===== src/rtl/led_seq_pkg.sv =====
package led_seq_pkg;

   localparam int CH_W   = 16;
   localparam int WORD_W = 3 * CH_W;

   typedef enum logic [1:0] {
      RATE_NONE = 2'd0,
      RATE_02   = 2'd1,
      RATE_10   = 2'd2,
      RATE_15   = 2'd3
   } rate_e;

   localparam logic [CH_W-1:0] CH_OFF  = 16'h0000;
   localparam logic [CH_W-1:0] CH_FULL = 16'hFFFF;
   localparam logic [CH_W-1:0] CH_HALF = 16'h7FFF;

   function automatic logic sel_valid(input logic [1:0] m, input logic [2:0] s);
      return (m != 2'd3) && (s >= 3'd1) && (s <= 3'd6);
   endfunction

   // word layout: {blue, green, red}
   function automatic logic [WORD_W-1:0] color_of(input logic [1:0] m, input logic [2:0] s);
      logic [WORD_W-1:0] w;
      w = '0;
      if (sel_valid(m, s)) begin
         case (s)
            3'd1:    w = {CH_OFF,  CH_FULL, CH_OFF };
            3'd2:    w = {CH_OFF,  CH_OFF,  CH_FULL};
            3'd3:    w = {CH_FULL, CH_OFF,  CH_OFF };
            3'd4:    w = {CH_OFF,  CH_HALF, CH_FULL};
            3'd5:    w = {CH_FULL, CH_FULL, CH_OFF };
            default: w = {CH_OFF,  CH_FULL, CH_FULL};
         endcase
      end
      return w;
   endfunction

   function automatic rate_e rate_of(input logic [1:0] m, input logic [2:0] s);
      rate_e r;
      r = RATE_NONE;
      if (s == 3'd2) begin
         case (m)
            2'd0:    r = RATE_02;
            2'd1:    r = RATE_10;
            2'd2:    r = RATE_15;
            default: r = RATE_NONE;
         endcase
      end else if (s == 3'd6) begin
         if (m == 2'd0 || m == 2'd1) r = RATE_02;
      end
      return r;
   endfunction

endpackage


===== src/rtl/led_seq_lut.sv =====
module led_seq_lut
   import led_seq_pkg::*;
(
   input  logic [1:0]        mode_sel,
   input  logic [2:0]        sub_sel,
   output logic [WORD_W-1:0] color,
   output rate_e             rate
);

   always_comb begin
      color = color_of(mode_sel, sub_sel);
      rate  = rate_of(mode_sel, sub_sel);
   end

endmodule


===== src/rtl/led_seq_timer.sv =====
module led_seq_timer
   import led_seq_pkg::*;
#(
   parameter int PRESCALE = 1000,
   parameter int HALF_02  = 250000,
   parameter int HALF_10  = 50000,
   parameter int HALF_15  = 33333
) (
   input  logic  clk,
   input  logic  rst_n,
   input  logic  restart,
   input  rate_e rate,
   output logic  phase_on,
   output logic  toggle
);

   localparam int HW = $clog2(HALF_02 + 1);
   localparam int PW = (PRESCALE > 1) ? $clog2(PRESCALE) : 1;
   localparam logic [HW-1:0] LIM_02 = HW'(HALF_02 - 1);
   localparam logic [HW-1:0] LIM_10 = HW'(HALF_10 - 1);
   localparam logic [HW-1:0] LIM_15 = HW'(HALF_15 - 1);

   logic          tick;
   logic          blinking;
   logic [HW-1:0] half_lim;
   logic [HW-1:0] half_cnt;
   logic          at_lim;

   generate
      if (PRESCALE == 1) begin : g_no_div
         assign tick = 1'b1;
      end else begin : g_div
         logic [PW-1:0] pre_cnt;
         always_ff @(posedge clk) begin
            if (!rst_n || restart)                  pre_cnt <= '0;
            else if (pre_cnt == PW'(PRESCALE - 1))  pre_cnt <= '0;
            else                                    pre_cnt <= pre_cnt + 1'b1;
         end
         assign tick = (pre_cnt == PW'(PRESCALE - 1));
      end
   endgenerate

   always_comb begin
      case (rate)
         RATE_02: half_lim = LIM_02;
         RATE_10: half_lim = LIM_10;
         RATE_15: half_lim = LIM_15;
         default: half_lim = '0;
      endcase
   end

   assign blinking = (rate != RATE_NONE);
   assign at_lim   = (half_cnt == half_lim);
   assign toggle   = blinking && !restart && tick && at_lim;

   always_ff @(posedge clk) begin
      if (!rst_n || restart || !blinking) begin
         half_cnt <= '0;
         phase_on <= 1'b1;
      end else if (tick) begin
         if (at_lim) begin
            half_cnt <= '0;
            phase_on <= ~phase_on;
         end else begin
            half_cnt <= half_cnt + 1'b1;
         end
      end
   end

endmodule


===== src/rtl/led_seq_frame.sv =====
module led_seq_frame
   import led_seq_pkg::*;
#(
   parameter int NUM_GROUPS = 16
) (
   input  logic [WORD_W-1:0]            color,
   input  logic                         phase_on,
   output logic [NUM_GROUPS*WORD_W-1:0] frame
);

   logic [WORD_W-1:0] word;

   assign word = phase_on ? color : '0;

   generate
      for (genvar g = 0; g < NUM_GROUPS; g++) begin : g_grp
         assign frame[g*WORD_W +: WORD_W] = word;
      end
   endgenerate

endmodule


===== src/rtl/led_blink_seq.sv =====
module led_blink_seq
   import led_seq_pkg::*;
#(
   parameter int CLK_HZ     = 100_000_000,
   parameter int PRESCALE   = 1000,
   parameter int NUM_GROUPS = 16
) (
   input  logic                         clk,
   input  logic                         rst_n,
   input  logic [1:0]                   mode_code,
   input  logic [2:0]                   sub_code,
   output logic [NUM_GROUPS*WORD_W-1:0] frame_data,
   output logic                         upd_stb
);

   localparam int TICK_HZ = CLK_HZ / PRESCALE;
   localparam int HALF_02 = TICK_HZ * 5 / 2;
   localparam int HALF_10 = TICK_HZ * 5 / 10;
   localparam int HALF_15 = TICK_HZ * 5 / 15;

   generate
      if (PRESCALE < 1)              $error("PRESCALE must be at least 1");
      if (CLK_HZ % PRESCALE != 0)    $error("CLK_HZ must be a multiple of PRESCALE");
      if (HALF_15 < 1)               $error("tick rate too low for the fastest blink");
      if (NUM_GROUPS < 1)            $error("NUM_GROUPS must be at least 1");
   endgenerate

   logic [4:0]        sel_q;
   logic              chg;
   logic [WORD_W-1:0] color;
   rate_e             rate;
   logic              phase_on;
   logic              toggle;

   assign chg = ({mode_code, sub_code} != sel_q);

   always_ff @(posedge clk) begin
      if (!rst_n) begin
         sel_q   <= {2'd3, 3'd0};
         upd_stb <= 1'b0;
      end else begin
         sel_q   <= {mode_code, sub_code};
         upd_stb <= chg || toggle;
      end
   end

   led_seq_lut u_lut (
      .mode_sel (sel_q[4:3]),
      .sub_sel  (sel_q[2:0]),
      .color    (color),
      .rate     (rate)
   );

   led_seq_timer #(
      .PRESCALE (PRESCALE),
      .HALF_02  (HALF_02),
      .HALF_10  (HALF_10),
      .HALF_15  (HALF_15)
   ) u_timer (
      .clk      (clk),
      .rst_n    (rst_n),
      .restart  (chg),
      .rate     (rate),
      .phase_on (phase_on),
      .toggle   (toggle)
   );

   led_seq_frame #(
      .NUM_GROUPS (NUM_GROUPS)
   ) u_frame (
      .color    (color),
      .phase_on (phase_on),
      .frame    (frame_data)
   );

endmodule


===== config.mk =====
export PLATFORM = sky130hd
export DESIGN_NAME = led_blink_seq
export DESIGN_NICKNAME = d
export VERILOG_FILES = /design/src/rtl/led_seq_pkg.sv /design/src/rtl/led_seq_lut.sv /design/src/rtl/led_seq_timer.sv /design/src/rtl/led_seq_frame.sv /design/src/rtl/led_blink_seq.sv
export SDC_FILE = /design/constraint.sdc
export NUM_CORES = 1
export LEC_CHECK = 0
export CELL_PAD_IN_SITES_DETAIL_PLACEMENT = 0
export CELL_PAD_IN_SITES_GLOBAL_PLACEMENT = 2
export CORE_AREA = 5 5 298 300
export CTS_BUF_LIST = sky130_fd_sc_hd__clkbuf_8
export DETAILED_ROUTE_END_ITERATION = 6
export DIE_AREA = 0 0 303 305
export GPL_ROUTABILITY_DRIVEN = 0
export PLACE_DENSITY_LB_ADDON = 0.12
export SYNTH_ARGS = -nofsm -noshare
export SYNTH_HDL_FRONTEND = slang
export SYNTH_HIERARCHICAL = 1
export SYNTH_SLANG_ARGS = --single-unit

===== constraint.sdc =====
create_clock -name clk -period 6.05 [get_ports clk]
set_input_delay 1.21 -clock clk [delete_from_list [all_inputs] [get_ports clk]]
set_output_delay 1.21 -clock clk [all_outputs]
set_load 0.01 [all_outputs]

==> flow_summary.json <==
{
  "cp-endpoint": "frame_data[733]",
  "cts_tree": "done",
  "synth_mux_area_share_pct": 0.251,
  "ctsHoldBuffers": 0,
  "yosysUniqueCellTypes": 37,
  "synth_seq_cells": 35,
  "fin_setup_tns_ns": 0,
  "power.share.clock_pct": 13.9,
  "clkTransAtPathRegs_ns": 0.08,
  "whs_path_depth": 1,
  "syn-cell-area_um2": 7970,
  "combPwrFrac_pct": 66.6,
  "grt_max_degree": 35,
  "grt_pass1_wl_mm": 49.7,
  "drive_above_1_share_pct": 3.54,
  "clkSinkCount": 35,
  "critPathLaunch": "sel_q[3]$_SDFF_PN1_",
  "timing_max_transition_violations_final": 0,
  "rr_worst_depth": 10,
  "grt_pass1_vias": 5132,
  "antenna_left": 0,
  "critPathMaxFanout": 16,
  "grt-ovfl-total": 0,
  "fmax_mhz": 226,
  "clk_latency_ns": 0.30,
  "nNetsFinal": 1062,
  "maxCapViolCount": 0,
  "setup_violations": 0,
  "syn-num-nets": 1049,
  "synth-adder-area-share_pct": 1.57,
  "ir_drop_v": 0.0000550,
  "ys_seq_area_share_pct": 8.79,
  "stdcell_count": 2199,
  "cellPowerDensity_nw_per_um2": 105,
  "crit_required_ns": 4.84,
  "synth_cells": 1032,
  "finalHoldViolCount": 0,
  "crit_type": "reg2out",
  "status": "completed",
  "core-area_um2": 85900,
  "rsz0062_at_grt": "no",
  "post-cts-setup-buffers": 0,
  "synthSimpleGateAreaFrac_pct": 11.5,
  "worst_pin_slew_ns": 1.01,
  "skew_ns": 0.00993,
  "leakagePower_uw": 0.00355,
  "r2r_start": "sel_q[3]$_SDFF_PN1_",
  "fp.dieH_um": 305,
  "hold_ws_ns": 0.495,
  "drt_iter0_drc": 157,
  "initial_core_util_pct": 9.27,
  "avgRoutedWirePerCell_um": 17.8,
  "multi_input_area_um2": 1430,
  "htreeDepth": 2,
  "synth_top_family_by_area": "buffers and inverters",
  "pwr-share-seq_pct": 19.5,
  "ys_warn_count": 6,
  "avgSynthCellArea_um2": 7.72,
  "fillers": 9863,
  "grt.total_usage_pct": 7.60,
  "firstDrtPassIters": 4,
  "p_int_uw": 742,
  "fin_crit_sh_pct": 73.0,
  "root_buffer": "clkbuf_8",
  "dieArea_um2": 92400,
  "diodes": 0,
  "portBuffers": 775,
  "clock_tree.buffer_depth": 2,
  "synth-xor-area-share_pct": 3.52,
  "viasPerCell": 2.36,
  "antenna_found_initial": 1,
  "io_pins": 776,
  "area_delta_synth_final_pct": 44.0,
  "holdCritPathClass": "reg2reg",
  "max-slew-margin-rel_pct": 32.1,
  "synth-compound-area-share_pct": 1.10,
  "switching_power_uw": 468,
  "regArea_um2": 702,
  "hpwlAfterDp_mm": 33.9,
  "dieWidth_um": 303,
  "num_rows": 108,
  "worstPathArrival_ns": 3.21,
  "reg2reg_to": "u_timer/half_cnt[0]$_SDFFE_PP0N_",
  "netSwitchingFraction_pct": 38.7,
  "period_minus_slack_ns": 4.42,
  "cts_made_buffers": 5,
  "r2r_setup_slack_ns": 2.78,
  "power_uw": 1210,
  "dr_total_vias": 5185,
  "post_cts_resized": 0,
  "wirelength_mm": 39.0,
  "route.detailed.drc": 0,
  "critPathCaptureType": "output port",
  "placed_cells_incl_taps": 2193,
  "startpoint_type": "flip-flop"
}
sequential cells by signal (all words and copies together) (netlist names):
register and count:
u_timer/g_div.pre_cnt 10, upd_stb 1, u_timer/half_cnt 18, sel_q 5, u_timer/phase_on 1
routing by layer:
metal	track usage (%)	routed length (um)	part of all wire [%]	vias up
li1	-	-	-	2446
met1	6.68	11900	31	2470
met2	17.6	24800	63	257
met3	1.14	2140	5.5	12
met4	0.824	232	0.59	0
met5	0	0	0	-
synthesized netlist by cell type, drive strengths merged:
library cell / number / area [um2]
mux2i: 2 / 20.0
nor3: 13 / 65.1
nand4: 9 / 56.3
xnor2: 18 / 158
or4b: 1 / 13.8
a21oi: 5 / 25.0
buf: 768 / 5780
nand2b: 9 / 56.3
o221ai: 1 / 8.76
clkbuf: 4 / 17.5
dfxtp: 35 / 701
nand3: 11 / 55.1
nor2: 32 / 120
nand2: 9 / 33.8
or4: 2 / 15.0
and3: 6 / 37.5
o211ai: 1 / 7.51
and4: 4 / 36.3
o21ai: 3 / 26.3
or3: 2 / 12.5
a31oi: 1 / 6.26
o22ai: 1 / 6.26
nand3b: 1 / 7.51
o21bai: 1 / 7.51
nor3b: 3 / 27.5
xor2: 14 / 123
inv: 11 / 41.3
and2: 52 / 353
ha: 10 / 125
nor4: 3 / 25.0
placed cells by master (no fill, tap or decap), types with 3 or more instances in the layout:
master           synthesis  routed
and2_2                  22      22
and3_1                   6       6
and4_1                   3       3
inv_1                   11      12
clkdlybuf4s50_1          0     775
xnor2_1                 18      18
ha_1                    10      10
xor2_1                  14      14
nand2b_1                 9       9
nor3_1                  13      12
nand4_1                  9       9
nor2_1                  32      32
clkbuf_8                 0       5
nand2_1                  9       9
buf_4                  764       3
a21oi_1                  5       5
dfxtp_1                 35      34
and2_1                  30      30
nand3_1                 11      11
critical path, cell delays in order, from the launching register on:
cell             delay [ns]
dfxtp_1                0.36
ha_1                   0.27
nor3_2                 0.84
and2_1                 0.70
clkdlybuf4s50_1        0.71
power groups by stage:
stage	logic [uW]	registers (uW)	clock network (uW)
final	805	236	168
after CTS	841	236	186
after detailed placement	839	242	0
after floorplan	570	241	0
after global placement	852	242	0
after global routing	854	237	191
stage by stage:
step	utilization [%]	setup WS, ns	area, um2
2_1_floorplan	-	2.53	7970
3_3_place_gp	13.3	1.80	11400
3_5_place_dp	13.3	1.77	11400
4_1_cts	13.4	1.41	11500
5_1_grt	13.4	1.25	11500
6_report	13.4	1.63	11500
final cells by class:
class | instances | share of cell area [%]
inverters | 11 | 0.360
flip-flops and latches | 35 | 6.12
clock buffers | 5 | 0.600
multi-input cells | 214 | 12.5
well taps | 1155 | 12.6
repair buffers | 778 | 67.8
clock inverters | 1 | 0.0327
worst min path at each step:
| stage | start | to | slack, ns |
|---|---|---|---|
| final | u_timer/g_div.pre_cnt[0]$_SDFF_PP0_ | u_timer/g_div.pre_cnt[0]$_SDFF_PP0_ | 0.49 |
| after global routing | u_timer/g_div.pre_cnt[0]$_SDFF_PP0_ | u_timer/g_div.pre_cnt[0]$_SDFF_PP0_ | 0.53 |
| after CTS | u_timer/g_div.pre_cnt[0]$_SDFF_PP0_ | u_timer/g_div.pre_cnt[0]$_SDFF_PP0_ | 0.50 |
| after detailed placement | u_timer/g_div.pre_cnt[0]$_SDFF_PP0_ | u_timer/g_div.pre_cnt[0]$_SDFF_PP0_ | 0.48 |
| after global placement | u_timer/g_div.pre_cnt[0]$_SDFF_PP0_ | u_timer/g_div.pre_cnt[0]$_SDFF_PP0_ | 0.47 |
| after floorplan | u_timer/g_div.pre_cnt[0]$_SDFF_PP0_ | u_timer/g_div.pre_cnt[0]$_SDFF_PP0_ | 0.44 |
logic make-up after synthesis:
group / count (synthesis)
mux: 2
simple gates: 157
xor+xnor: 32
compound gates: 13
flops: 35
fa+ha+maj: 10
buf+inv: 783
(Power assumes the default switching activity.)
